===== src/rtl/eth_fr_pkg.sv =====
`timescale 1ns/1ps
package eth_fr_pkg;

    localparam logic [7:0]  PRE_BYTE      = 8'h55;
    localparam logic [7:0]  SFD_BYTE      = 8'hD5;
    localparam logic [31:0] CRC_POLY_REFL = 32'hEDB88320;
    localparam logic [31:0] CRC_SEED      = 32'hFFFFFFFF;

    typedef enum logic [2:0] {
        S_IDLE, S_PRE, S_BODY, S_PAD, S_FCS, S_DROP, S_GAP
    } seq_st_e;

    typedef enum logic [2:0] {
        K_NONE, K_PRE, K_SFD, K_DATA, K_PAD, K_FCS
    } emit_kind_e;

    typedef struct packed {
        emit_kind_e kind;
        logic [1:0] fidx;
        logic       last;
        logic       err;
    } emit_s;

    // One byte of the reflected CRC-32, LSB of the byte first.
    function automatic logic [31:0] crc_step(input logic [31:0] c, input logic [7:0] d);
        logic [31:0] r;
        r = c ^ {24'd0, d};
        for (int i = 0; i < 8; i++) begin
            r = r[0] ? ((r >> 1) ^ CRC_POLY_REFL) : (r >> 1);
        end
        return r;
    endfunction

endpackage


===== src/rtl/eth_fcs_acc.sv =====
`timescale 1ns/1ps
module eth_fcs_acc import eth_fr_pkg::*; (
    input  logic        clk,
    input  logic        rst,
    input  logic        init,
    input  logic        upd,
    input  logic [7:0]  data,
    output logic [31:0] crc
);

    always_ff @(posedge clk) begin
        if (rst || init) begin
            crc <= CRC_SEED;
        end else if (upd) begin
            crc <= crc_step(crc, data);
        end
    end

    // every frame's CRC starts from the all-ones seed
    assert_crc_seed_R5: assert property (@(posedge clk) disable iff (rst)
        init |=> (crc == CRC_SEED));

endmodule


===== src/rtl/eth_fr_seq.sv =====
`timescale 1ns/1ps
module eth_fr_seq import eth_fr_pkg::*; #(
    parameter int PRE_LEN  = 7,
    parameter int MIN_BODY = 60,
    parameter int MAX_BODY = 1514,
    parameter int GAP_LEN  = 12
) (
    input  logic  clk,
    input  logic  rst,
    input  logic  in_valid,
    input  logic  in_sof,
    input  logic  in_eof,
    output logic  in_ready,
    output emit_s emit
);

    localparam int PCW = $clog2(PRE_LEN + 1);
    localparam int BCW = $clog2(MAX_BODY + 1);
    localparam int GCW = $clog2(GAP_LEN + 1);

    seq_st_e        st, st_n;
    logic [PCW-1:0] pcnt, pcnt_n;
    logic [BCW-1:0] bcnt, bcnt_n, bcnt_inc;
    logic [1:0]     fidx, fidx_n;
    logic [GCW-1:0] gcnt, gcnt_n;

    assign bcnt_inc = bcnt + 1'b1;

    always_comb begin
        st_n     = st;
        pcnt_n   = pcnt;
        bcnt_n   = bcnt;
        fidx_n   = fidx;
        gcnt_n   = gcnt;
        in_ready = 1'b0;
        emit     = '{kind: K_NONE, fidx: 2'd0, last: 1'b0, err: 1'b0};
        unique case (st)
            S_IDLE: begin
                in_ready = !in_sof;
                if (in_valid && in_sof) begin
                    emit.kind = K_PRE;
                    pcnt_n    = PCW'(1);
                    st_n      = S_PRE;
                end
            end
            S_PRE: begin
                if (pcnt == PCW'(PRE_LEN)) begin
                    emit.kind = K_SFD;
                    bcnt_n    = '0;
                    st_n      = S_BODY;
                end else begin
                    emit.kind = K_PRE;
                    pcnt_n    = pcnt + 1'b1;
                end
            end
            S_BODY: begin
                in_ready = 1'b1;
                if (in_valid) begin
                    emit.kind = K_DATA;
                    bcnt_n    = bcnt_inc;
                    if (in_eof) begin
                        fidx_n = 2'd0;
                        st_n   = (bcnt_inc < BCW'(MIN_BODY)) ? S_PAD : S_FCS;
                    end else if (bcnt_inc == BCW'(MAX_BODY)) begin
                        emit.last = 1'b1;
                        emit.err  = 1'b1;
                        st_n      = S_DROP;
                    end
                end
            end
            S_PAD: begin
                emit.kind = K_PAD;
                bcnt_n    = bcnt_inc;
                if (bcnt_inc == BCW'(MIN_BODY)) begin
                    st_n = S_FCS;
                end
            end
            S_FCS: begin
                emit.kind = K_FCS;
                emit.fidx = fidx;
                fidx_n    = fidx + 1'b1;
                if (fidx == 2'd3) begin
                    emit.last = 1'b1;
                    gcnt_n    = '0;
                    st_n      = S_GAP;
                end
            end
            S_DROP: begin
                in_ready = 1'b1;
                if (in_valid && in_eof) begin
                    gcnt_n = '0;
                    st_n   = S_GAP;
                end
            end
            S_GAP: begin
                gcnt_n = gcnt + 1'b1;
                if (gcnt == GCW'(GAP_LEN - 1)) begin
                    st_n = S_IDLE;
                end
            end
            default: st_n = S_IDLE;
        endcase
    end

    always_ff @(posedge clk) begin
        if (rst) begin
            st   <= S_IDLE;
            pcnt <= '0;
            bcnt <= '0;
            fidx <= '0;
            gcnt <= '0;
        end else begin
            st   <= st_n;
            pcnt <= pcnt_n;
            bcnt <= bcnt_n;
            fidx <= fidx_n;
            gcnt <= gcnt_n;
        end
    end

    // the body counter never runs past the maximum while bytes still pass
    assert_body_bound_R8: assert property (@(posedge clk) disable iff (rst)
        (st == S_BODY) |-> (bcnt < BCW'(MAX_BODY)));

    // the pad phase only runs while the body is still short
    assert_pad_short_R4: assert property (@(posedge clk) disable iff (rst)
        (st == S_PAD) |-> (bcnt < BCW'(MIN_BODY)));

endmodule


===== src/rtl/eth_tx_framer.sv =====
`timescale 1ns/1ps
module eth_tx_framer import eth_fr_pkg::*; #(
    parameter int PRE_LEN  = 7,
    parameter int MIN_BODY = 60,
    parameter int MAX_BODY = 1514,
    parameter int GAP_LEN  = 12
) (
    input  logic       clk,
    input  logic       rst,
    input  logic       in_valid,
    input  logic [7:0] in_data,
    input  logic       in_sof,
    input  logic       in_eof,
    output logic       in_ready,
    output logic       out_valid,
    output logic [7:0] out_data,
    output logic       out_last,
    output logic       out_err
);

    localparam int FCS_LEN = 4;
    localparam int RUNW    = $clog2(PRE_LEN + 1 + MAX_BODY + FCS_LEN + 1);
    localparam int GCW     = $clog2(GAP_LEN + 1);

    emit_s       emit;
    logic [31:0] crc;
    logic [31:0] crc_inv;
    logic [7:0]  byte_sel;

    eth_fr_seq #(
        .PRE_LEN (PRE_LEN),
        .MIN_BODY(MIN_BODY),
        .MAX_BODY(MAX_BODY),
        .GAP_LEN (GAP_LEN)
    ) seq_i (
        .clk     (clk),
        .rst     (rst),
        .in_valid(in_valid),
        .in_sof  (in_sof),
        .in_eof  (in_eof),
        .in_ready(in_ready),
        .emit    (emit)
    );

    eth_fcs_acc fcs_i (
        .clk (clk),
        .rst (rst),
        .init(emit.kind == K_PRE),
        .upd ((emit.kind == K_DATA) || (emit.kind == K_PAD)),
        .data(byte_sel),
        .crc (crc)
    );

    assign crc_inv = ~crc;

    always_comb begin
        unique case (emit.kind)
            K_PRE:   byte_sel = PRE_BYTE;
            K_SFD:   byte_sel = SFD_BYTE;
            K_DATA:  byte_sel = in_data;
            K_FCS:   byte_sel = crc_inv[8*emit.fidx +: 8];
            default: byte_sel = 8'h00;
        endcase
    end

    always_ff @(posedge clk) begin
        if (rst) begin
            out_valid <= 1'b0;
            out_data  <= 8'h00;
            out_last  <= 1'b0;
            out_err   <= 1'b0;
        end else begin
            out_valid <= (emit.kind != K_NONE);
            out_data  <= byte_sel;
            out_last  <= emit.last;
            out_err   <= emit.err;
        end
    end

    // Output-side observers for the assertions below
    logic [RUNW-1:0] bytes_run;
    logic            gap_pend;
    logic [GCW-1:0]  gap_cnt;

    always_ff @(posedge clk) begin
        if (rst) begin
            bytes_run <= '0;
            gap_pend  <= 1'b0;
            gap_cnt   <= '0;
        end else begin
            if (out_valid) begin
                bytes_run <= out_last ? '0 : bytes_run + 1'b1;
            end
            if (out_valid && out_last) begin
                gap_pend <= 1'b1;
                gap_cnt  <= '0;
            end else if (out_valid) begin
                gap_pend <= 1'b0;
            end else if (gap_pend && (gap_cnt != GCW'(GAP_LEN))) begin
                gap_cnt <= gap_cnt + 1'b1;
            end
        end
    end

    assert_preamble_R2: assert property (@(posedge clk) disable iff (rst)
        (out_valid && (bytes_run < RUNW'(PRE_LEN))) |-> (out_data == PRE_BYTE));

    assert_sfd_R2: assert property (@(posedge clk) disable iff (rst)
        (out_valid && (bytes_run == RUNW'(PRE_LEN))) |-> (out_data == SFD_BYTE));

    assert_min_len_R4: assert property (@(posedge clk) disable iff (rst)
        (out_valid && out_last && !out_err)
            |-> (bytes_run >= RUNW'(PRE_LEN + 1 + MIN_BODY + FCS_LEN - 1)));

    assert_last_valid_R6: assert property (@(posedge clk) disable iff (rst)
        out_last |-> out_valid);

    assert_idle_gap_R7: assert property (@(posedge clk) disable iff (rst)
        (gap_pend && out_valid) |-> (gap_cnt >= GCW'(GAP_LEN)));

    assert_err_on_last_R8: assert property (@(posedge clk) disable iff (rst)
        out_err |-> (out_last && out_valid));

endmodule


===== config.mk =====
export PLATFORM = sky130hd
export DESIGN_NAME = eth_tx_framer
export DESIGN_NICKNAME = d
export VERILOG_FILES = /design/src/rtl/eth_fr_pkg.sv /design/src/rtl/eth_fcs_acc.sv /design/src/rtl/eth_fr_seq.sv /design/src/rtl/eth_tx_framer.sv
export SDC_FILE = /design/constraint.sdc
export NUM_CORES = 1
export LEC_CHECK = 0
export ABC_AREA = 0
export BUFFER_PORTS_ARGS = -buffer_cell sky130_fd_sc_hd__buf_4
export CAP_MARGIN = 20
export CORE_ASPECT_RATIO = 0.7
export CORE_UTILIZATION = 55
export CTS_CLUSTER_SIZE = 20
export DETAILED_ROUTE_END_ITERATION = 10
export GPL_ROUTABILITY_DRIVEN = 0
export PLACE_DENSITY = 0.85
export SLEW_MARGIN = 40
export SYNTH_ARGS = -nofsm -noshare
export SYNTH_HDL_FRONTEND = slang
export SYNTH_SLANG_ARGS = --single-unit

===== constraint.sdc =====
create_clock -name clk -period 2.4 [get_ports clk]
set_input_delay 0.48 -clock clk [delete_from_list [all_inputs] [get_ports clk]]
set_output_delay 0.48 -clock clk [all_outputs]
set_load 0.01 [all_outputs]

# After elaboration in Yosys (flattened, before gate mapping)
# Cells that the tools add are included.
# totals
reg_bits	66
rom_bits	0
latch_bits	0
ram_bits	0
in_bits	13
mem_count	0
# classes
addsub	4
bitwise	12
mul	0
reduce_logical	18
n_eq_ne	26
n_shift	1
muxes	42
magnitude_cmp	1
n_div	0
# ops
op	n
$mux W32	8
$not A13 Y14	8
$mux W3	11
$pmux W11 S3	1
$not A32 Y32	1
$pmux W8 S4	1
$shiftx A32 B6 Y8	1
$xor A32 B8 Y32	1
$mux W11	2
$pmux W3 S7	1
$eq A3 B3 Y1 const B	6
$mux W2	8
$pmux W3 S5	1
$eq A3 B2 Y1 const B	4
$ne A2 B1 Y1 const B	6
$pmux W4 S3	1
$reduce_and A3 Y1	4
$add A11 B1 Y11 const B	1
$eq A11 B11 Y1 const B	1
$eq A11 B6 Y1 const B	1
$lt A11 B6 Y1 const B	1
$reduce_bool A3 Y1	3
$mux W4	2
$reduce_and A8 Y1	1
other kinds (20)	29

# Logic depth before layout (Yosys ltp)
# depth
ltp_word	22
depth_mapped	9
ltp_nobuf	8

# Modules after synthesis
# A second synthesis with hierarchy kept.
# unflattened
cells_unflattened	490
hier_area_um2	4217.8
# modules_own_cells
module	area_per_inst_um2	seq_area_each_um2	n_inst	cells_each
eth_fcs_acc	1860.5	640.6	1	196
eth_fr_seq	1626.6	460.4	1	218
eth_tx_framer	730.7	220.2	1	76

# Least setup slack after synthesis
# No wires, ideal clock.
# synth_path
path_type	register to register
start	reg seq_i.fidx[0]
end	reg fcs_i.crc[24]
n_path_buf	1
setup_slack_ps	-135
arrival_time_ps	2407
path_stages_with_launch	9
path_cell_list	dfxtp_1 -> buf_6 -> mux4_1 -> a2bb2oi_2 -> xnor2_4 -> xnor3_2 -> xnor3_2 -> xnor2_1 -> o21ai_1
# synth_between
elab_chain_cells	17
# synth_lines
item	line	rtl
start: declaration	eth_fr_seq.sv:24	logic [1:0] fidx, fidx_n;
start signal: assignment	eth_fr_seq.sv:116	fidx <= fidx_n;
$mux W2 (*)	eth_fr_seq.sv:37	unique case (st)
$shiftx A32 B6 Y8 (*)	eth_tx_framer.sv:61	K_FCS: byte_sel = crc_inv[8*emit.fidx +: 8];
$pmux W8 S4 (*)	eth_tx_framer.sv:57	unique case (emit.kind)
$xor A32 B8 Y32 (*)	eth_fr_pkg.sv:27	r = c ^ {24'd0, d};
$mux W32 (*)	eth_fr_pkg.sv:29	r = r[0] ? ((r >> 1) ^ CRC_POLY_REFL) : (r >> 1);
$not A13 Y14 (no source line)	n/a	
$mux W32 (*)	eth_fr_pkg.sv:29	
$not A13 Y14 (no source line)	n/a	
$mux W32 (*) (2 in series)	eth_fr_pkg.sv:29	
$not A13 Y14 (no source line)	n/a	
$mux W32 (*)	eth_fr_pkg.sv:29	
$not A13 Y14 (no source line)	n/a	
$mux W32 (*) (2 in series)	eth_fr_pkg.sv:29	
$not A13 Y14 (no source line)	n/a	
$mux W32 (*)	eth_fr_pkg.sv:29	
end signal: assignment	eth_fcs_acc.sv:15	crc <= crc_step(crc, data);
end: declaration	eth_fcs_acc.sv:8	output logic [31:0] crc
# Mark *: on every way between the ends. The rest lies on a longest branch, timed or not.
# A chain may end at the register's enable or synchronous reset.

# Worst setup path after layout
# layout_path
start	reg seq_i.fidx[0]
end	reg fcs_i.crc[18]
# layout_between
elab_chain_cells	16
elab_cells_between_ends	17
# layout_lines
item	line
$mux W2 (*)	eth_fr_seq.sv:37
$shiftx A32 B6 Y8 (*)	eth_tx_framer.sv:61
$pmux W8 S4 (*)	eth_tx_framer.sv:57
$xor A32 B8 Y32 (*)	eth_fr_pkg.sv:27
$mux W32 (*) (2 in series)	eth_fr_pkg.sv:29
$not A13 Y14 (no source line)	n/a
$mux W32 (*) (2 in series)	eth_fr_pkg.sv:29
$not A13 Y14 (no source line)	n/a
$mux W32 (*)	eth_fr_pkg.sv:29
$not A13 Y14 (no source line)	n/a
$mux W32 (*)	eth_fr_pkg.sv:29
$not A13 Y14 (no source line)	n/a
$mux W32 (*) (2 in series)	eth_fr_pkg.sv:29
# Marks and branches as above.

==> flow_metrics.py <==
metrics = {
    "sta": {
        "period_needed_ns": 2.56,
        "hold_violations": 0,
        "slew_headroom": 0.700,
        "rsz0062_at_grt": "yes",
        "tightest_slew_ns": 0.447,
        "fmax_ghz": 0.391,
        "maxSlewViolCount": 0,
        "post-route-period-util": 1.07,
        "setup_violations": 18,
        "layout_setup_ws_ns": -0.160,
        "fin_worst_skew_ns": 0.0111,
    },
    "global_routing": {
        "gr-usage-all-layers": 0.303,
        "grt_pass1_wl_um": 18500,
        "grt_max_degree": 45,
        "antenna_found_initial": 0,
        "overflow": 0,
        "grt_pass1_vias": 3650,
    },
    "synthesis": {
        "ys_ff_latch": 66,
        "ys_async_sr_fraction": 0,
        "synth_top_cell_area_share": 0.315,
        "synth_top_area_cell": "dfxtp_1",
        "synthMuxAreaShare": 0.0507,
        "synth_ff_type": "dfxtp_1",
        "synth_xor_area_frac": 0.215,
        "yosysWarningCount": 0,
        "synth.avg_cell_area_um2": 9.13,
        "synth-edff-count": 0,
        "syn_area_um2": 4200,
        "synthTopCellsByArea": "dfxtp_1 31%, xnor2_1 6.1%, xnor3_1 4.8%, a21oi_1 4.6%, nand2_1 4.4%",
        "synth_nets": 479,
        "synthCells": 460,
        "yosysSeqAreaShare": 0.315,
        "synthDistinctLibCells": 57,
        "synth_top_family_by_area": "XOR/XNOR gates",
        "synth_simple_gate_area_share": 0.199,
        "synth_compound_area_frac": 0.165,
        "synth_fa_ha_area_frac": 0.0179,
        "ys_top_cells_by_count": "66 x dfxtp_1, 49 x nand2_1, 44 x nor2_1",
        "synth_most_common_cell": "dfxtp_1",
    },
    "placement": {
        "port_buffers": 24,
        "place_area_um2": 4820,
        "place.detailed.hpwl_um": 8050,
    },
    "layout": {
        "drive_above_1_share": 0.305,
        "antenna_cells": 0,
        "final_util": 0.722,
        "nets": 547,
        "fin_area_um2": 5310,
        "areaGrowthSynthToFinish_pct": 26.4,
        "fill_cells": 501,
    },
    "cts": {
        "clk-insertion-delay-late_ns": 0.35,
        "tritoncts": "done",
        "numCtsBuffers": 9,
        "cts_root_buf": "clkbuf_8",
        "cts.sinks": 66,
        "path_clk_slew_ns": 0.07,
        "h-tree-depth": 3,
        "cts_buffer_depth": 2,
        "cts-hold-fix-buffers": 0,
    },
    "power_and_ir_drop": {
        "power_density_nw_per_um2": 1010,
        "power.share.clock": 0.195,
        "p_seq_frac": 0.227,
        "p_comb_frac": 0.578,
        "p_leak_nw": 2.13,
        "ir_worst_vdd_mv": 0.569,
        "power_switching_mw": 1.97,
        "p_int_mw": 3.37,
        "swShare": 0.369,
    },
    "worst_setup_path": {
        "end_kind": "flip-flop",
        "critPathRequiredTime_ns": 2.67,
        "slowest_delay_ns": 0.54,
        "cp_max_fo": 7,
        "slowest_stage": "mux4_2",
        "crit_arrival_ns": 2.83,
        "cp-start-kind": "flip-flop",
        "path_cells": "mux4_2 > a2bb2oi_2 > xnor2_4 > xnor3_2 > buf_4 > xnor3_1 > o21ai_1",
        "reg2reg_slack_ns": -0.16,
        "crit_type": "reg2reg",
    },
    "die": {
        "die_w_um": 106,
        "die-area_um2": 7990,
        "start_util": 0.571,
        "core_um2": 7350,
        "rows": 26,
        "die_y_um": 75.1,
        "ios": 25,
    },
    "detailed_routing": {
        "antenna_left": 0,
        "dr_total_vias": 3968,
        "drtIter0Drc": 526,
        "drt-pass1-iter-count": 5,
        "drc": 0,
        "viasPerCell": 6.31,
        "wl_per_cell_um": 19.5,
        "routed_wl_um": 12300,
    },
    "job": {
        "max_cap_violations": 0,
    },
    "run_status": {
        "status": "finished, violations left",
        "violations": "setup timing",
    },
    "min_path": {
        "hp-class": "in2reg",
    },
}
[cell type report]
cell class | instances | area, um^2 | area share
Multi-Input combinational cell | 357 | 2910 | 0.548
Sequential cell | 66 | 1330 | 0.251
Timing Repair Buffer | 88 | 717 | 0.135
Clock buffer | 11 | 141 | 0.0267
Tap cell | 98 | 123 | 0.0231
Clock inverter | 3 | 65.1 | 0.0123
Inverter | 6 | 22.5 | 0.00425
[state kept, by name (all words and copies together) (netlist names)]
register	flops
out_err	1
fcs_i.crc	32
seq_i.fidx	2
out_valid	1
seq_i.gcnt	4
seq_i.pcnt	3
seq_i.st	3
out_last	1
out_data	8
seq_i.bcnt	11
[path summary, 6_finish.rpt]
path / to / start / cells past startpoint
worst max-delay path: fcs_i.crc[18] / seq_i.fidx[0] / 7
worst min-delay path: out_data[5] / in_data[5] / 3
worst max register to register: fcs_i.crc[18] / seq_i.fidx[0] / 7
worst min register to register: seq_i.pcnt[0] / seq_i.pcnt[0] / 1
[power by group through the flow]
| stage | clock network (mW) | logic [mW] | registers (mW) |
|---|---|---|---|
| floorplan | 0 | 1.77 | 1.24 |
| global placement | 0 | 2.48 | 1.23 |
| detailed placement | 0 | 2.55 | 1.23 |
| CTS | 1.03 | 2.76 | 1.21 |
| global route | 1.08 | 3.24 | 1.22 |
| finish | 1.04 | 3.09 | 1.21 |
[per-stage QoR]
stage	setup slack [ns]	instances	setup TNS (ns)	power (mW)	hold WS (ns)
5_1_grt	-0.174	629	-2.52	5.54	0.431
2_1_floorplan	-0.00130	460	-0.00307	3.01	0.445
3_3_place_gp	-0.157	605	-0.749	3.71	0.470
3_5_place_dp	-0.195	605	-1.70	3.79	0.473
6_report	-0.160	629	-1.35	5.34	0.420
4_1_cts	-0.0658	624	-0.382	5.00	0.423
[logic make-up after synthesis]
| kind of cell | Yosys count |
|---|---|
| and+or+nand+nor | 165 |
| AOI/OAI and AO/OA | 110 |
| xor gates and xnor gates | 67 |
| DFF | 66 |
| buffers and inverters | 37 |
| muxes | 9 |
| adders and majority gates | 6 |
[critical path, delay by kind of cell (launching register included)]
kind,cells,cell delay [ns]
buffers and inverters,1,0.17
XOR/XNOR,3,1.00
multiplexers,1,0.54
AO/OA/AOI/OAI,2,0.34
flip-flops,1,0.43
[cells in the final DEF, fill, tap and decap left out, types with 9 or more instances in the layout]
cell type and count:
nand2_1 48, nor2_1 41, o21ai_1 12, nor3_1 12, xnor2_4 10, xor2_1 13, dfxtp_1 61, clkbuf_8 10
a21oi_1 39, o211ai_1 15, xnor2_1 22, buf_4 80, nand3_1 11, o21ai_0 14, xnor3_2 9
[metal layers]
layer	routed length [um]	global-route usage	vias up
li1	-	-	1776
met1	5000	0.403	1881
met2	5690	0.494	260
met3	1240	0.0866	51
met4	364	0.0776	0
met5	0	0	-
[repair_timing]
action                                 4_1_cts  5_1_grt
pin swaps                                    9        6
buffers inserted                             5        5
setup endpoints to repair                   21       27
endpoints found under the hold margin        0        0
resized for setup                           19       28
No activity file was read; power rests on OpenSTA's default activity.
